--- src/rtl/orb_pkg.sv ---
package orb_pkg;
  // source of the byte presented on the request output
  typedef enum logic {
    SRC_STORE  = 1'b0,
    SRC_DIRECT = 1'b1
  } orb_src_e;
endpackage

--- src/rtl/orb_ptr.sv ---
module orb_ptr #(
  parameter int DEPTH = 8,
  localparam int PTR_W = $clog2(DEPTH)
) (
  input  logic             clk,
  input  logic             rst,
  input  logic             adv,
  output logic [PTR_W-1:0] ptr
);
  localparam logic [PTR_W-1:0] LAST = PTR_W'(DEPTH - 1);

  always_ff @(posedge clk) begin
    if (rst)
      ptr <= '0;
    else if (adv)
      ptr <= (ptr == LAST) ? '0 : ptr + 1'b1;
  end
endmodule

--- src/rtl/orb_store.sv ---
module orb_store #(
  parameter int DATA_W = 8,
  parameter int DEPTH  = 8,
  localparam int PTR_W = $clog2(DEPTH)
) (
  input  logic              clk,
  input  logic              we,
  input  logic [PTR_W-1:0]  waddr,
  input  logic [DATA_W-1:0] wdata,
  input  logic              re,
  input  logic [PTR_W-1:0]  raddr,
  output logic [DATA_W-1:0] rdata
);
  logic [DATA_W-1:0] mem [DEPTH];

  always_ff @(posedge clk) begin
    if (we)
      mem[waddr] <= wdata;
    if (re)
      rdata <= mem[raddr];
  end
endmodule

--- src/rtl/rx_ring_ovw.sv ---
module rx_ring_ovw
  import orb_pkg::*;
#(
  parameter int DATA_W = 8,
  parameter int DEPTH  = 8,
  parameter int REQ_W  = 8,
  localparam int PTR_W = $clog2(DEPTH)
) (
  input  logic              clk,
  input  logic              rst,
  input  logic              in_valid,
  input  logic [DATA_W-1:0] in_data,
  input  logic              pop,
  output logic              pop_valid,
  output logic [DATA_W-1:0] pop_data,
  output logic [PTR_W:0]    level,
  output logic              empty,
  output logic              full,
  output logic              overrun,
  input  logic              req_start,
  input  logic [REQ_W-1:0]  req_len,
  output logic              req_busy,
  output logic [REQ_W-1:0]  req_remaining,
  output logic              req_valid,
  output logic [DATA_W-1:0] req_data,
  output logic              req_done
);
  localparam logic [PTR_W:0] CAP  = (PTR_W+1)'(DEPTH - 1);
  localparam logic [PTR_W:0] SPAN = (PTR_W+1)'(DEPTH);

  logic [PTR_W-1:0]  head, tail;
  logic [DATA_W-1:0] rd_q, byp_q;
  logic [REQ_W-1:0]  rem_q;
  orb_src_e          src_q;

  logic busy, drain, bypass, deliver, pop_ok, rd_adv, push, drop, start_ok;

  // fill level from the two positions (compare, no modulo)
  always_comb begin
    if (head >= tail)
      level = {1'b0, head} - {1'b0, tail};
    else
      level = {1'b0, head} + SPAN - {1'b0, tail};
  end

  assign empty = (level == '0);
  assign full  = (level == CAP);

  // request has priority over consumer pops and over storing
  always_comb begin
    busy     = (rem_q != '0);
    drain    = busy && !empty;
    bypass   = busy && empty && in_valid;
    deliver  = drain || bypass;
    pop_ok   = !busy && pop && !empty;
    rd_adv   = drain || pop_ok;
    push     = in_valid && !bypass;
    drop     = push && full && !rd_adv;
    start_ok = req_start && !busy && (req_len != '0);
  end

  orb_ptr #(.DEPTH(DEPTH)) u_head (
    .clk(clk), .rst(rst), .adv(push), .ptr(head)
  );

  orb_ptr #(.DEPTH(DEPTH)) u_tail (
    .clk(clk), .rst(rst), .adv(rd_adv || drop), .ptr(tail)
  );

  orb_store #(.DATA_W(DATA_W), .DEPTH(DEPTH)) u_store (
    .clk(clk), .we(push), .waddr(head), .wdata(in_data),
    .re(rd_adv), .raddr(tail), .rdata(rd_q)
  );

  always_ff @(posedge clk) begin
    if (rst) begin
      rem_q     <= '0;
      pop_valid <= 1'b0;
      req_valid <= 1'b0;
      req_done  <= 1'b0;
      overrun   <= 1'b0;
      src_q     <= SRC_STORE;
    end else begin
      if (start_ok)
        rem_q <= req_len;
      else if (deliver)
        rem_q <= rem_q - 1'b1;
      pop_valid <= pop_ok;
      req_valid <= deliver;
      req_done  <= deliver && (rem_q == REQ_W'(1));
      overrun   <= drop;
      src_q     <= bypass ? SRC_DIRECT : SRC_STORE;
    end
  end

  always_ff @(posedge clk) begin
    if (bypass)
      byp_q <= in_data;
  end

  assign pop_data      = rd_q;
  assign req_data      = (src_q == SRC_DIRECT) ? byp_q : rd_q;
  assign req_busy      = busy;
  assign req_remaining = rem_q;
endmodule

--- config.mk ---
export PLATFORM = sky130hd
export DESIGN_NAME = rx_ring_ovw
export DESIGN_NICKNAME = d
export VERILOG_FILES = /design/src/rtl/orb_pkg.sv /design/src/rtl/orb_ptr.sv /design/src/rtl/orb_store.sv /design/src/rtl/rx_ring_ovw.sv
export SDC_FILE = /design/constraint.sdc
export NUM_CORES = 1
export LEC_CHECK = 0
export BUFFER_PORTS_ARGS = -buffer_cell sky130_fd_sc_hd__clkbuf_2
export CAP_MARGIN = 0
export CELL_PAD_IN_SITES_DETAIL_PLACEMENT = 2
export CELL_PAD_IN_SITES_GLOBAL_PLACEMENT = 2
export CORE_ASPECT_RATIO = 1.4
export CORE_MARGIN = 5
export CORE_UTILIZATION = 37
export CTS_CLUSTER_SIZE = 14
export DETAILED_ROUTE_END_ITERATION = 8
export HOLD_SLACK_MARGIN = 0.03
export PLACE_DENSITY = 0.81
export RECOVER_POWER = 25
export SETUP_SLACK_MARGIN = 0.1
export SYNTH_ARGS = -nofsm -noshare
export SYNTH_HDL_FRONTEND = slang
export SYNTH_SLANG_ARGS = --single-unit
export TNS_END_PERCENT = 5
--- constraint.sdc ---
create_clock -name clk -period 3.6 [get_ports clk]
set_input_delay 0.36 -clock clk [delete_from_list [all_inputs] [get_ports clk]]
set_output_delay 0.36 -clock clk [all_outputs]
set_load 0.01 [all_outputs]
==> run_results.csv, run 1 <==
group,metric,value,unit
layout,syn_to_final_growth,17.8,%
die,rows,46,
setup_path,cp_max_fo,9,
layout,final_cells,493,
sta,setup-violations-final,0,
placed_design,dp.cells,477,
clock_network,postCtsSetupRepairBufs,0,
grt,gr-usage-all-layers,17.0,%
clock_network,cts_sinks,99,
clock_network,clkTransAtPathRegs,0.06,ns
layout,drive_gt1_share,34.4,%
setup_path,critical-path-slowest-cell,"nor3b_2",
setup_path,crit_type,"reg -> reg",
setup_path,crit_buf_inv,2,
die,start_util,37.9,%
clock_network,cts.htree.levels,3,
clock_network,root_buffer,"clkbuf_16",
setup_path,cp_slowest_stage_delay,0.68,ns
die,io_pins,56,
setup_path,path_cells,"inv_1 -> ha_1 -> fa_1 -> inv_1 -> fa_1 -> a31oi_1 -> or3_4 -> and3_1 -> nand2_4 -> nand3_1 -> nor3b_2",
layout,final_nets,376,
setup_path,arrival,3.36,ns
sta,final_hold_viol_count,0,
pwr,power_leakage,1.87,nW
sta,setup_ws,0.204,ns
sta,tightest_slew,1.07,ns
yosys,synth_nets,309,
yosys,synth_edf_count,80,
die,die_h,138,um
clock_network,cts-buffers-inserted,9,
yosys,syn-cell-area,4300,sq um
yosys,async_reset_ff_share,0,%
yosys,netlist_top_cells_area,"edfxtp_1, dfxtp_1, mux4_2",
worst_hold_path,hp-class,"in -> reg",
clock_network,clk_latency,0.34,ns
sta,finalCriticalPeriod,3.40,ns
yosys,synth_top_cell_by_area,"edfxtp_1",
yosys,synth_ff_type,"edfxtp_1",
sta,finClkSkew,0.00735,ns
sta,finalCritPeriodShare,94.3,%
setup_path,start_kind,"flop",
pwr,power_density,893,nW/um^2
flow_run,max-cap-violations,0,
status,status,"completed",
yosys,synth_seq_cells,99,
placed_design,place_ws,0.204,ns
drt,wl_per_cell,22.6,um
drt,drc_errors,0,
setup_path,worstPathRequired,3.57,ns
yosys,netlist_instances,277,
setup_path,r2r_slack,0.20,ns
clock_network,cts_buffer_depth,2,
die,die_w,101,um
layout,antennaDiodeCount,0,
yosys,ys_types,58,
grt,gr-total-overflow,0,
grt,grt_max_degree,21,
placed_design,io_buffers,55,
drt,vias,2594,
drt,routed_wl,11100,um
sta,rsz0062_at_grt,"true",
sta,slew_headroom,28.8,%
setup_path,end_kind,"flop",
setup_path,cp_top_family,"simple AND/OR/NAND/NOR gates",
drt,vias_per_cell,5.26,
sta,holdWs,0.315,ns
yosys,synth.most_common_cell,"edfxtp_1",
yosys,yosysWarningCount,0,
die,fp.coreArea,11300,sq um
pwr,p_total,4.52,mW
drt,antenna_left,0,
drt,drtPass1Iterations,4,
placed_design,dpl.hpwl,8190,um
layout,design_area,5060,sq um
yosys,yosysSeqAreaShare,64.8,%
clock_network,cts_tree,"done",
sta,fmax,294,MHz
drt,drtIter0Drc,129,
sta,slew_viol_final,0,
yosys,syn_area_per_cell,15.5,sq um
pwr,vdd_drop_max,0.000408,V
grt,antenna_found_initial,0,
placed_design,place_area,4780,sq um
grt,grt_pass1_vias,2932,
yosys,synth.top_cells.by_count,"edfxtp_1, nand2_1, dfxtp_1",
placed_design,place.gp.congestion,0.808,
yosys,synth_top_area_share,55.9,%
grt,grt_pass1_wl,17200,um
die,design.die.area,13900,sq um
[kinds of logic after synthesis]
kind of cell	synth area share, %
buffers and inverters	2.74
AO/OA/AOI/OAI	5.01
XOR/XNOR	0.408
AND/OR/NAND/NOR	12.0
adder cells (fa/ha/maj)	3.55
multiplexers	11.5
flip-flops	64.8
[cell usage in the layout, fill, tap and decap left out, types with 2 or more instances in the layout]
cell,n
nor3_1,3
nand2_4,3
nor3b_2,2
edfxtp_1,80
nand3_1,7
a21oi_1,4
inv_1,10
buf_4,12
inv_6,2
nor4_1,5
clkbuf_2,48
nand4_1,2
clkinv_1,2
clkbuf_1,8
nand2_1,32
fa_1,2
ha_1,9
mux4_2,16
mux2i_1,3
o31ai_1,3
a211oi_1,3
o21ai_2,2
a31oi_1,5
dfxtp_1,19
nor2_1,15
and3_1,2
mux2_2,8
clkbuf_16,9
[final cells by class]
type                    count  area [sq um]
repair buffers             67           357
inverters                  12          45.0
flip-flops and latches     99          2780
fillers                  1110          6280
well taps                 144           180
clock inverters             6          63.8
clock buffers              10           229
multi-input cells         155          1400
[stage by stage]
stage | util (%) | TNS, ns
finish | 44.6 | 0
detailed placement | 42.1 | 0
global route | 44.6 | -0.665
floorplan | - | 0
CTS | 44.7 | 0
global placement | 42.1 | 0
[where the power goes]
group | internal, mW | switching (mW) | total [mW]
Sequential | 1.53 | 0.144 | 1.67
Clock | 0.540 | 0.410 | 0.950
Combinational | 0.799 | 1.10 | 1.90
Total | 2.87 | 1.65 | 4.52
[timing repair]
action,CTS,global route
hold buffers,0,0
setup endpoints to repair,0,24
gates resized for setup,0,0
[worst paths after layout]
kind | from | endpoint | cells past startpoint
setup / recovery | u_head.ptr[0] | u_store.mem[5][2] | 11
hold / removal | req_len[6] | req_remaining[6] | 3
setup reg to reg | u_head.ptr[0] | u_store.mem[5][2] | 11
hold reg to reg | u_tail.ptr[1] | u_tail.ptr[1] | 2
[flip-flops by register name, indices dropped and copies added (netlist names)]
| signal | count |
|---|---|
| overrun | 1 |
| u_tail.ptr | 3 |
| byp_q | 8 |
| src_q | 1 |
| req_done | 1 |
| req_valid | 1 |
| u_store.mem | 64 |
| u_store.rdata | 8 |
| req_remaining | 8 |
| u_head.ptr | 3 |
| pop_valid | 1 |
[per-layer routing]
metal  vias to the layer above  GRT usage, %  share of wire, %
met5                         -             0                 0
met4                         0          3.99              0.96
met3                         8          3.04               3.1
met2                        59          32.8                57
met1                      1332          19.1                39
li1                       1195             -                 -
[worst reg2reg max path: cells and delay by family (launching register included)]
family / cells / cell delay, ns
AND/OR/NAND/NOR: 5 / 1.53
adder cells (fa/ha/maj): 3 / 0.75
AO/OA/AOI/OAI: 1 / 0.06
buffers and inverters: 2 / 0.16
flip-flops: 1 / 0.51
Power figures use the tool's default switching activity.
==> run 2: changes to the inputs <==
- RECOVER_POWER: 25 -> not set
- SKIP_LAST_GASP: not set -> 1
==> run 2 against run 1 <==
Effect of this change: setup slack better by 0.0088 ns; combinational power about the same; core utilization up 0.077 points; clock power about the same; sequential share of layout area down 0.095 points; die area unchanged; sequential power about the same; worst hold slack about the same; fmax up 0.26%; critical path depth unchanged; first-iteration DRC count up 9.3%; power about the same; critical endpoint is now u_store.mem[5][6].
==> run_results.csv, run 2 (synthesis gave the netlist of run 1 again) <==
group,metric,value,unit
pwr,p_total,4.51,mW
layout,final_nets,376,
clock_network,post_cts_resized,0,
drt,wl_per_cell,22.5,um
layout,antennaDiodeCount,0,
sta,holdWs,0.315,ns
die,rows,46,
clock_network,postCtsSetupRepairBufs,0,
sta,finalCritPeriodShare,94.1,%
drt,drtIter0Drc,141,
drt,drtPass1Iterations,5,
sta,finalCriticalPeriod,3.39,ns
clock_network,root_buffer,"clkbuf_16",
setup_path,arrival,3.35,ns
drt,drc_errors,0,
pwr,clock_power_share,21.0,%
sta,tns,0,ns
die,design.die.area,13900,sq um
pwr,p_sw_share,36.5,%
clock_network,postCtsHoldBufs,0,
layout,mostFrequentLayoutCells,"edfxtp_1, clkbuf_2, nand2_1, dfxtp_1, mux4_2",
layout,regMostFlops,"u_store.mem",
pwr,power_leakage,1.89,nW
layout,final_util,44.7,%
sta,final_hold_viol_count,0,
placed_design,place.gp.congestion,0.808,
layout,syn_to_final_growth,18.0,%
clock_network,clk_latency,0.34,ns
grt,grt_max_degree,21,
clock_network,clkTransAtPathRegs,0.06,ns
sta,fmax,295,MHz
setup_path,cp_slowest_stage_delay,0.67,ns
die,die_w,101,um
pwr,combPwrFrac,42.0,%
setup_path,crit_type,"reg -> reg",
flow_run,max-cap-violations,0,
setup_path,cp_top_family,"simple AND/OR/NAND/NOR gates",
drt,routed_wl,11100,um
sta,setup_ws,0.213,ns
placed_design,place_area,4780,sq um
sta,slew_viol_final,0,
die,die_h,138,um
layout,largest_reg_flops,64,
setup_path,crit_buf_inv,2,
setup_path,path_cells,"inv_1 -> ha_1 -> fa_1 -> inv_1 -> fa_1 -> a31oi_1 -> or3_4 -> and3_1 -> nand2_4 -> nand3_1 -> nor3b_2",
placed_design,dp.cells,477,
placed_design,dpl.hpwl,8190,um
setup_path,end_kind,"flop",
clock_network,cts_buffer_depth,2,
setup_path,start_kind,"flop",
die,fp.coreArea,11300,sq um
setup_path,cp_max_fo,9,
clock_network,cts_tree,"done",
grt,grt_pass1_wl,17200,um
grt,gr-usage-all-layers,17.0,%
grt,grt_pass1_vias,2932,
placed_design,place_ws,0.204,ns
layout,design_area,5070,sq um
layout,drive_gt1_share,36.4,%
pwr,intPower,2.87,mW
drt,vias_per_cell,5.28,
sta,setup-violations-final,0,
grt,gr-total-overflow,0,
pwr,vdd_drop_max,0.000408,V
placed_design,io_buffers,55,
layout,final_cells,493,
status,status,"completed",
layout,final_common_cell,"edfxtp_1",
pwr,seqPwrFrac,37.0,%
grt,antenna_found_initial,0,
die,io_pins,56,
drt,vias,2604,
sta,rsz0062_at_grt,"true",
pwr,power_density,890,nW/um^2
setup_path,worstPathRequired,3.56,ns
clock_network,cts-buffers-inserted,9,
clock_network,cts.htree.levels,3,
drt,antenna_left,0,
sta,finClkSkew,0.00877,ns
worst_hold_path,hp-class,"in -> reg",
setup_path,critical-path-slowest-cell,"nor3b_2",
sta,slew_headroom,30.2,%
die,start_util,37.9,%
pwr,power_switching,1.65,mW
clock_network,cts_sinks,99,
sta,tightest_slew,1.04,ns
-- run 2: cell counts in the layout (fill, tap and decap cells not counted) --
No cell type changed its count.
-- run 2: power groups by stage --
stage | Combinational [mW] | Clock (mW) | Sequential (mW)
after floorplan | 1.27 | 0 | 1.69
after global placement | 1.84 | 0 | 1.68
after detailed placement | 1.92 | 0 | 1.70
after CTS | 1.95 | 0.972 | 1.68
after global routing | 2.08 | 1.03 | 1.70
final | 1.90 | 0.947 | 1.67
-- run 2: worst paths after layout --
check | from | end | slack [ns] | depth (start not counted)
setup / recovery | u_head.ptr[0] | u_store.mem[5][6] | 0.21 | 11
hold / removal | req_len[6] | req_remaining[6] | 0.32 | 3
setup reg to reg | u_head.ptr[0] | u_store.mem[5][6] | 0.21 | 11
hold reg to reg | u_tail.ptr[1] | u_tail.ptr[1] | 0.54 | 2
-- run 2: final cells by class --
class                      instances  area, sq um
fill                            1110         6270
clock inverter                     6         63.8
tap                              144          180
timing repair buffer              67          365
clock buffer                      10          229
multi-input combinational        155         1400
inverter                          12         45.0
sequential                        99         2780
-- run 2: worst register-to-register path: stages, from the launching register on --
cell and delay, ns:
dfxtp_1 0.52, inv_1 0.10, ha_1 0.23, fa_1 0.36
inv_1 0.07, fa_1 0.16, a31oi_1 0.06, or3_4 0.38
and3_1 0.23, nand2_4 0.08, nand3_1 0.16, nor3b_2 0.67
-- run 2: metal layers --
| metal | part of all wire, % | GRT usage [%] | vias up | routed length (um) |
|---|---|---|---|---|
| met5 | 0 | 0 | - | 0 |
| met4 | 0.95 | 3.99 | 0 | 106 |
| met3 | 3.1 | 3.04 | 7 | 346 |
| met2 | 57 | 32.8 | 55 | 6340 |
| met1 | 39 | 19.1 | 1345 | 4310 |
| li1 | - | - | 1197 | - |
==> run 3: changes to the inputs <==
--- a/config.mk
+++ b/config.mk
@@ -19,3 +19,3 @@
 export SETUP_SLACK_MARGIN = 0.1
-export SKIP_LAST_GASP = 1
+export SLEW_MARGIN = 30
 export SYNTH_ARGS = -nofsm -noshare
==> constraint.sdc (replaced) <==
create_clock -name clk -period 3.6 [get_ports clk]
set_input_delay 0.54 -clock clk [delete_from_list [all_inputs] [get_ports clk]]
set_output_delay 0.54 -clock clk [all_outputs]
set_load 0.01 [all_outputs]
==> run 3 against run 2 <==
Effect of this change: setup slack improved by 0.043 ns; register-to-register slack improved by 0.06 ns; combinational power rose by 4%; die area did not move; wire length rose by 6.0%; fmax rose by 1.3%; via count rose by 3.0%; critical path depth fell by 3; power fell by 0.16%; non-clock buffer count rose by 3; core utilization barely moved; critical path type is now reg -> out; largest cell class unchanged.
==> run_results.csv, run 3 (synthesis gave the netlist of run 1 again) <==
group,metric,value,unit
status,status,"completed",
placed_design,place.gp.congestion,0.782,
die,die_h,138,um
die,design.die.area,13900,sq um
grt,grt_pass1_vias,3082,
sta,finalCriticalPeriod,3.34,ns
setup_path,cp_max_fo,6,
clock_network,cts_tree,"done",
pwr,vdd_drop_max,0.000369,V
sta,finClkSkew,0.0119,ns
sta,tns,0,ns
pwr,power_leakage,1.89,nW
die,die_w,101,um
setup_path,startpoint,"u_head.ptr[0]",
die,io_pins,56,
grt,gr-usage-all-layers,18.0,%
layout,largest_reg_flops,64,
setup_path,rr_endpoint,"u_store.mem[3][4]",
setup_path,cp_top_family,"adder cells",
setup_path,r2r_slack,0.27,ns
setup_path,cp-endpoint,"empty",
pwr,power_density,888,nW/um^2
worst_hold_path,min_from,"req_len[0]",
setup_path,cp_slowest_stage_delay,0.50,ns
layout,antennaDiodeCount,0,
drt,drtPass1Iterations,4,
layout,regMostFlops,"u_store.mem",
worst_hold_path,hp-class,"in -> reg",
sta,fmax,299,MHz
clock_network,cts.htree.levels,3,
setup_path,critical-path-slowest-cell,"fa_1",
layout,syn_to_final_growth,18.1,%
clock_network,root_buffer,"clkbuf_16",
clock_network,postCtsHoldBufs,0,
drt,vias,2682,
grt,antenna_found_initial,0,
sta,slew_viol_final,0,
die,fp.coreArea,11300,sq um
die,rows,46,
setup_path,arrival,2.80,ns
setup_path,cp.depth,8,
setup_path,reg2reg_depth,12,
setup_path,worstPathRequired,3.06,ns
clock_network,cts_sinks,99,
layout,final_common_cell,"edfxtp_1",
drt,antenna_left,0,
grt,grt_max_degree,21,
clock_network,postCtsSetupRepairBufs,0,
setup_path,path_cells,"inv_1 -> ha_1 -> fa_1 -> inv_1 -> fa_1 -> nor2_1 -> and3_1 -> clkbuf_2",
setup_path,end_kind,"output pin",
sta,holdWs,0.480,ns
setup_path,start_kind,"flop",
die,start_util,37.9,%
drt,vias_per_cell,5.41,
drt,drc_errors,0,
drt,top_layer_used,"met4",
drt,wl_met1,4330,um
setup_path,rr_startpoint,"u_head.ptr[0]",
clock_network,clkTransAtPathRegs,0.07,ns
grt,grt_pass1_wl,18200,um
sta,rsz0062_at_grt,"false",
grt,gr-total-overflow,0,
drt,routed_wl,11800,um
sta,final_hold_viol_count,0,
clock_network,post_cts_resized,0,
drt,drtIter0Drc,72,
setup_path,crit_buf_inv,3,
drt,met2_length,6750,um
clock_network,cts-buffers-inserted,9,
layout,drive_gt1_share,36.9,%
sta,finalCritPeriodShare,92.9,%
placed_design,io_buffers,55,
clock_network,cts_buffer_depth,2,
flow_run,max-cap-violations,0,
sta,setup-violations-final,0,
layout,mostFrequentLayoutCells,"edfxtp_1, clkbuf_2, nand2_1, dfxtp_1, mux4_2",
drt,wl_per_cell,23.7,um
layout,final_nets,379,
clock_network,clk_latency,0.35,ns
setup_path,crit_type,"reg -> out",
sta,tightest_slew,0.696,ns
placed_design,dpl.hpwl,8320,um
sta,slew_headroom,53.3,%
drt,wl_met3,390,um
==> run 3: worst register-to-register path, cell delays in order (launching register included) <==
cell and delay, ns:
dfxtp_1 0.34, inv_1 0.05, ha_1 0.23, fa_1 0.42, inv_1 0.09, fa_1 0.17
a31oi_1 0.07, or3_4 0.39, and3_1 0.30, nand2_4 0.14, nand3_1 0.22, nor3_1 0.35
buf_4 0.25
==> run 3: cell type report <==
class | count | area, sq um
Inverter | 12 | 45.0
Tap cell | 144 | 180
Timing Repair Buffer | 70 | 388
Clock buffer | 10 | 229
Clock inverter | 6 | 32.5
Fill cell | 1123 | 6260
Multi-Input combinational cell | 155 | 1420
Sequential cell | 99 | 2780
==> run 3: power breakdown <==
part	internal, mW	switching (mW)	leakage [nW]
Clock	0.462	0.405	0.123
Sequential	1.53	0.133	0.892
Combinational	0.803	1.18	0.871
==> run 3: metrics by stage <==
step / setup WS [ns] / power, mW / cells / utilization, % / area (sq um)
global placement: 0.618 / 3.55 / 480 / 42.3 / 4800
finish: 0.255 / 4.51 / 496 / 44.7 / 5070
CTS: 0.222 / 4.56 / 496 / 44.6 / 5060
floorplan: 0.0803 / 2.96 / 277 / - / 4300
global route: 0.109 / 4.77 / 496 / 44.7 / 5070
detailed placement: 0.342 / 3.67 / 480 / 42.3 / 4800
==> run 3: worst min path at each step <==
stage	endpoint	depth (start not counted)
floorplan	req_remaining[2]	2
global route	pop_valid	2
finish	req_remaining[0]	3
CTS	req_remaining[4]	3
global placement	u_tail.ptr[1]	2
detailed placement	u_tail.ptr[1]	2
==> run 3: metal layers <==
| metal | vias to the layer above | global-route usage [%] |
|---|---|---|
| met3 | 16 | 3.09 |
| met4 | 0 | 7.02 |
| met5 | - | 0 |
| met1 | 1387 | 19.4 |
| met2 | 74 | 34.5 |
| li1 | 1205 | - |
